### config.mk
export PLATFORM = sky130hd
export DESIGN_NAME = wdt_core
export DESIGN_NICKNAME = d
export VERILOG_FILES = /design/src/rtl/wdt_pkg.sv /design/src/rtl/wdt_tick_gen.sv /design/src/rtl/wdt_clear_ctl.sv /design/src/rtl/wdt_counter.sv /design/src/rtl/wdt_status.sv /design/src/rtl/wdt_core.sv
export SDC_FILE = /design/constraint.sdc
export NUM_CORES = 1
export LEC_CHECK = 0
export BUFFER_PORTS_ARGS = -buffer_cell sky130_fd_sc_hd__buf_2
export CORE_UTILIZATION = 63
export CTS_BUF_LIST = sky130_fd_sc_hd__clkbuf_8
export DETAILED_ROUTE_END_ITERATION = 16
export PLACE_DENSITY = 0.86
export RECOVER_POWER = 25
export REMOVE_ABC_BUFFERS = 1
export SLEW_MARGIN = 20
export SYNTH_ARGS = -nofsm -noshare
export SYNTH_HDL_FRONTEND = slang
export SYNTH_SLANG_ARGS = --single-unit
### constraint.sdc
create_clock -name clk -period 4.83 [get_ports clk]
set_input_delay 0.966 -clock clk [delete_from_list [all_inputs] [get_ports clk]]
set_output_delay 0.966 -clock clk [all_outputs]
set_load 0.01 [all_outputs]
### src/rtl/wdt_pkg.sv
package wdt_pkg;

    // Instruction clock is the system clock divided by this ratio
    localparam int unsigned INSTR_DIV = 4;

    typedef enum logic [1:0] {
        REQ_NONE = 2'd0,
        REQ_CHIP = 2'd1,
        REQ_WARM = 2'd2
    } wdt_req_e;

    typedef struct packed {
        logic enable;
        logic src_rc;
        logic long_sel;
        logic dual;
    } wdt_opt_t;

    // Highest count value before wrap for a period of 2^lg ticks
    function automatic logic [31:0] last_tick(input int unsigned lg);
        return (32'd1 << lg) - 32'd1;
    endfunction

endpackage

### src/rtl/wdt_tick_gen.sv
module wdt_tick_gen #(
    parameter int unsigned PRE_DIV = wdt_pkg::INSTR_DIV
) (
    input  logic clk,
    input  logic rst,
    input  logic enable,
    input  logic src_rc,
    input  logic rc_tick,
    input  logic halted,
    input  logic clr,
    output logic tick
);
    localparam int unsigned PW = (PRE_DIV > 1) ? $clog2(PRE_DIV) : 1;
    localparam logic [PW-1:0] PRE_LAST = PW'(PRE_DIV - 1);

    logic [PW-1:0] pre_q;
    logic          instr_run;

    // Instruction clock stops while the core is halted
    assign instr_run = enable & ~src_rc & ~halted;

    always_ff @(posedge clk) begin
        if (rst || clr || !enable) begin
            pre_q <= '0;
        end else if (instr_run) begin
            pre_q <= (pre_q == PRE_LAST) ? '0 : pre_q + 1'b1;
        end
    end

    assign tick = enable & (src_rc ? rc_tick : (instr_run & (pre_q == PRE_LAST)));

endmodule

### src/rtl/wdt_clear_ctl.sv
module wdt_clear_ctl (
    input  logic clk,
    input  logic rst,
    input  logic enable,
    input  logic dual,
    input  logic clr_single,
    input  logic clr_a,
    input  logic clr_b,
    input  logic halt_strobe,
    input  logic timeout,
    output logic sw_clr,
    output logic count_clr
);
    logic seen_a_q, seen_b_q;
    logic got_a, got_b;

    assign got_a = seen_a_q | clr_a;
    assign got_b = seen_b_q | clr_b;

    assign sw_clr    = enable & (dual ? (got_a & got_b) : clr_single);
    assign count_clr = sw_clr | (enable & halt_strobe);

    // Half-cleared memory, dropped on any count restart
    always_ff @(posedge clk) begin
        if (rst || count_clr || timeout || !enable || !dual) begin
            seen_a_q <= 1'b0;
            seen_b_q <= 1'b0;
        end else begin
            seen_a_q <= got_a;
            seen_b_q <= got_b;
        end
    end

endmodule

### src/rtl/wdt_counter.sv
module wdt_counter #(
    parameter int unsigned SHORT_LOG2 = 15,
    parameter int unsigned LONG_LOG2  = 16
) (
    input  logic clk,
    input  logic rst,
    input  logic enable,
    input  logic long_sel,
    input  logic tick,
    input  logic clr,
    output logic timeout
);
    localparam int unsigned CW = LONG_LOG2;
    localparam logic [CW-1:0] LAST_S = CW'(wdt_pkg::last_tick(SHORT_LOG2));
    localparam logic [CW-1:0] LAST_L = CW'(wdt_pkg::last_tick(LONG_LOG2));

    logic [CW-1:0] cnt_q;
    logic          at_last;

    assign at_last = (cnt_q == (long_sel ? LAST_L : LAST_S));
    assign timeout = enable & tick & at_last & ~clr;

    always_ff @(posedge clk) begin
        if (rst || clr || !enable) begin
            cnt_q <= '0;
        end else if (tick) begin
            cnt_q <= at_last ? '0 : cnt_q + 1'b1;
        end
    end

endmodule

### src/rtl/wdt_status.sv
module wdt_status
    import wdt_pkg::*;
(
    input  logic clk,
    input  logic rst,
    input  logic timeout,
    input  logic halted,
    input  logic sw_clr,
    input  logic halt_strobe,
    output logic chip_req,
    output logic warm_req,
    output logic to_flag,
    output logic pdf_flag
);
    wdt_req_e req_q;

    always_ff @(posedge clk) begin
        if (rst) begin
            req_q    <= REQ_NONE;
            to_flag  <= 1'b0;
            pdf_flag <= 1'b0;
        end else begin
            req_q <= !timeout ? REQ_NONE : (halted ? REQ_WARM : REQ_CHIP);

            if (halt_strobe || sw_clr) to_flag <= 1'b0;
            else if (timeout)          to_flag <= 1'b1;

            if (halt_strobe)  pdf_flag <= 1'b1;
            else if (sw_clr)  pdf_flag <= 1'b0;
        end
    end

    assign chip_req = (req_q == REQ_CHIP);
    assign warm_req = (req_q == REQ_WARM);

endmodule

### src/rtl/wdt_core.sv
module wdt_core
    import wdt_pkg::*;
#(
    parameter int unsigned SHORT_LOG2 = 15,
    parameter int unsigned LONG_LOG2  = 16,
    parameter int unsigned PRE_DIV    = INSTR_DIV
) (
    input  logic clk,
    input  logic rst,
    input  logic opt_enable,
    input  logic opt_src_rc,
    input  logic opt_long,
    input  logic opt_dual,
    input  logic rc_tick,
    input  logic halted,
    input  logic clr_strobe,
    input  logic clr_a_strobe,
    input  logic clr_b_strobe,
    input  logic halt_strobe,
    output logic chip_rst_req,
    output logic warm_rst_req,
    output logic to_flag,
    output logic pdf_flag
);
    wdt_opt_t opt;
    logic     tick, timeout, sw_clr, count_clr;

    assign opt = '{enable: opt_enable, src_rc: opt_src_rc,
                   long_sel: opt_long, dual: opt_dual};

    wdt_tick_gen #(.PRE_DIV(PRE_DIV)) u_tick (
        .clk(clk), .rst(rst), .enable(opt.enable), .src_rc(opt.src_rc),
        .rc_tick(rc_tick), .halted(halted), .clr(count_clr), .tick(tick)
    );

    wdt_clear_ctl u_clr (
        .clk(clk), .rst(rst), .enable(opt.enable), .dual(opt.dual),
        .clr_single(clr_strobe), .clr_a(clr_a_strobe), .clr_b(clr_b_strobe),
        .halt_strobe(halt_strobe), .timeout(timeout),
        .sw_clr(sw_clr), .count_clr(count_clr)
    );

    wdt_counter #(.SHORT_LOG2(SHORT_LOG2), .LONG_LOG2(LONG_LOG2)) u_cnt (
        .clk(clk), .rst(rst), .enable(opt.enable), .long_sel(opt.long_sel),
        .tick(tick), .clr(count_clr), .timeout(timeout)
    );

    wdt_status u_stat (
        .clk(clk), .rst(rst), .timeout(timeout), .halted(halted),
        .sw_clr(sw_clr), .halt_strobe(halt_strobe),
        .chip_req(chip_rst_req), .warm_req(warm_rst_req),
        .to_flag(to_flag), .pdf_flag(pdf_flag)
    );

endmodule

==> metrics.txt <==
I/O Pins=16; sw power=0.0000748 W; final instance area=between 1000 and 1500 um2; Sequential Power Share=56.2%; Startpoint Class=input port; TritonRoute pass-1 iters=4; fmax=roughly 410 MHz; Synth Register Bits=24; CP endpoint=u_stat.req_q[0]$_SDFF_PP0_; Max-cap violations=0; max-slew violation count=0; Post-CTS Setup Bufs=0; distinct cell type count after synthesis=37; CTS tree=done; fin util=76.1%; crit share post-route=roughly half; core area=1750 um2; # rows=15; routed len/inst=roughly 15 um; largest net degree at the start of global routing=18; clk_skew=between 0.0015 and 0.002 ns; pre-CTS WS=1.98 ns; initial core utilization=between 60 and 70%; CP Data Required Time=4.99 ns; HP Class=register to register; Post-Synthesis Cell Area=about 1200 um2; first-pass GRT wire length=~4000 um; number of port buffers=15; reg-to-reg endpoint=u_stat.req_q[0]$_SDFF_PP0_; Post-CTS Hold Fix Bufs=0; # diodes=0; Vias/cell=a little over 6; unrepaired setup endpoints after global routing=false; Worst-path clk slew=about 0.08 ns; Avg Synthesized Cell Area=slightly below 9 um2; Final GP Congestion=0.797; Total Negative Setup Slacks=0 ns; top post-synthesis cells by area=dfxtp_1 40%, a21oi_1 5.5%, or4_1 5.0%; reg2reg start=u_cnt.cnt_q[0]$_SDFFE_PP0P_; endpoints failing hold=0; H-Tree Depth=1; WL final=roughly 2600 um; Routed Antenna Nets=0; CTS root buf=clkbuf_8; r2r worst-path depth=4; grt ovf=0; post-layout net count=about 160; Layout area overhead=11.6%; CTS-repair resized insts=0; Detailed Route Iter0 Violations=36; P_leak=~0.40 nW; CTS sink count=24; combinational power share=under 10%; status=finished, final reports clean; final worst setup slack=around 2.4 ns; peak fanout along the critical path=12; Worst Setup End Kind=register; Final HPWL DP=around 1700 um; # DRC=0; clock buffer depth=2; YS warnings=0; Clk pwr share=38.3%; sequential area share after synthesis=between 40% and 50%; Crit. Startpoint=opt_enable; die width=45.5 um; Global Route Usage Sum=about a quarter; total CTS buffers=3; initial antenna violation count=0; Die Y=approximately 45 um; cell area after placement=approximately 1300 um2; critical path type=input port to register; vias in the first global route=around 900; insertion delay to the later sink of the worst-skew pair=about 0.27 ns; R2R setup slack=approximately 2.7 ns; Yosys top cell area share=40.3%; DR vias=1065; Final Hold Slack=~0.44 ns; post-synthesis cell count=135; Worst Path Arrival=approximately 2.6 ns; PwrDens=around 270 nW/um2; setup violators final=0; Worst Tran Pin Value=around 0.71 ns; max_slew headroom=a little over half; Yosys top cell by area=dfxtp_1; Net Sw Frac=21.1%; die area=just over 2000 um2; Worst VDD drop=roughly 0.00016 V; Internal=~0.00028 W; share of layout cells above drive strength 1=13.4%; Tmin final=between 2 and 2.5 ns
## critical path, stage by stage
cell and delay [ns]:
clkbuf_1 0.27, and4bb_4 0.29, o21ai_2 0.16, or4_1 0.62
nor4_1 0.32
## metrics by stage
step / power [W] / std cells
after global placement: 0.000223 / 170
after CTS: 0.000354 / 174
after global routing: 0.000365 / 174
after detailed placement: 0.000223 / 170
after floorplan: 0.000214 / 130
final: 0.000355 / 174
## routing by layer
| layer | track usage (%) | vias up | wire length (um) |
|---|---|---|---|
| met3 | 2.78 | 5 | 130 |
| li1 | - | 537 | - |
| met1 | 36.2 | 480 | 1140 |
| met2 | 44.0 | 43 | 1250 |
| met4 | 7.88 | 0 | 41 |
| met5 | 0 | - | 0 |
## power groups by stage
stage | clock [W] | combinational (W) | sequential, W
2_1_floorplan | 0 | 0.00000960 | 0.000204
3_3_place_gp | 0 | 0.0000191 | 0.000204
3_5_place_dp | 0 | 0.0000195 | 0.000204
4_1_cts | 0.000135 | 0.0000196 | 0.000199
5_1_grt | 0.000143 | 0.0000219 | 0.000199
6_report | 0.000136 | 0.0000197 | 0.000199
## flip-flops by register name, indices dropped and copies added (netlist names)
signal / flops
u_stat.pdf_flag: 1
u_stat.req_q: 2
u_clr.seen_a_q: 1
u_tick.pre_q: 2
u_clr.seen_b_q: 1
u_cnt.cnt_q: 16
u_stat.to_flag: 1
## final cells by class
type,instances,area (um2)
Multi-Input combinational cell,104,687
Tap cell,25,31.3
Fill cell,138,417
Inverter,2,7.51
Timing Repair Buffer,15,67.6
Sequential cell,24,480
Clock buffer,4,55.1
## how the worst min path moves through the flow
stage	to	startpoint	cells after the start	slack, ns
after floorplan	u_cnt.cnt_q[14]$_SDFFE_PP0P_	u_cnt.cnt_q[14]$_SDFFE_PP0P_	2	0.45
after global placement	u_stat.to_flag$_SDFFE_PP0P_	u_stat.to_flag$_SDFFE_PP0P_	2	0.43
after detailed placement	u_stat.to_flag$_SDFFE_PP0P_	u_stat.to_flag$_SDFFE_PP0P_	2	0.43
after CTS	u_stat.to_flag$_SDFFE_PP0P_	u_stat.to_flag$_SDFFE_PP0P_	2	0.44
after global routing	u_stat.to_flag$_SDFFE_PP0P_	u_stat.to_flag$_SDFFE_PP0P_	2	0.47
final	u_stat.to_flag$_SDFFE_PP0P_	u_stat.to_flag$_SDFFE_PP0P_	2	0.44
## cells by family (layout without fill, tap and decap cells)
kind of cell               Yosys count  in the layout  share of synthesized area, %
buffers and inverters                7             21                          2.73
AOI/OAI and AO/OA                   34             34                          19.1
xor gates and xnor gates             7              7                          5.15
and+or+nand+nor                     59             59                          28.9
adders and majority gates            2              2                          2.10
muxes                                2              2                          1.68
DFF                                 24             24                          40.3
## layout by cell type, fill, tap and decap left out, types with 3 or more instances in the layout
| cell type | instances |
|---|---|
| o31ai_1 | 7 |
| clkbuf_1 | 6 |
| xnor2_1 | 5 |
| a21oi_1 | 13 |
| nand2_1 | 10 |
| dfxtp_1 | 24 |
| nand3_1 | 5 |
| clkbuf_8 | 4 |
| o21ai_0 | 6 |
| or4_1 | 8 |
| nand4_1 | 6 |
| buf_2 | 9 |
| nor2_1 | 14 |
| nor2b_1 | 3 |
## cell usage after synthesis
cell type	number
nor2b_1	3
nor2_1	14
and3_2	1
or4bb_1	1
and2_1	1
mux2i_1	2
o221a_2	1
buf_2	2
or3_1	2
o31ai_1	7
clkbuf_1	2
nor4_1	1
and4b_1	1
xor2_1	2
a211oi_1	2
nand4_1	6
a21oi_1	13
or4_1	8
o21ai_0	6
and3_1	1
a21o_4	1
o21ai_2	1
o31a_1	1
nand3_1	5
o31ai_2	1
buf_4	1
o221ai_1	1
and4bb_4	1
ha_1	2
dfxtp_1	24
and4_1	1
xnor2_1	5
nor3b_1	1
inv_1	2
nand2_1	10
or3b_4	1
nor4b_1	1
(Power assumes the default switching activity.)
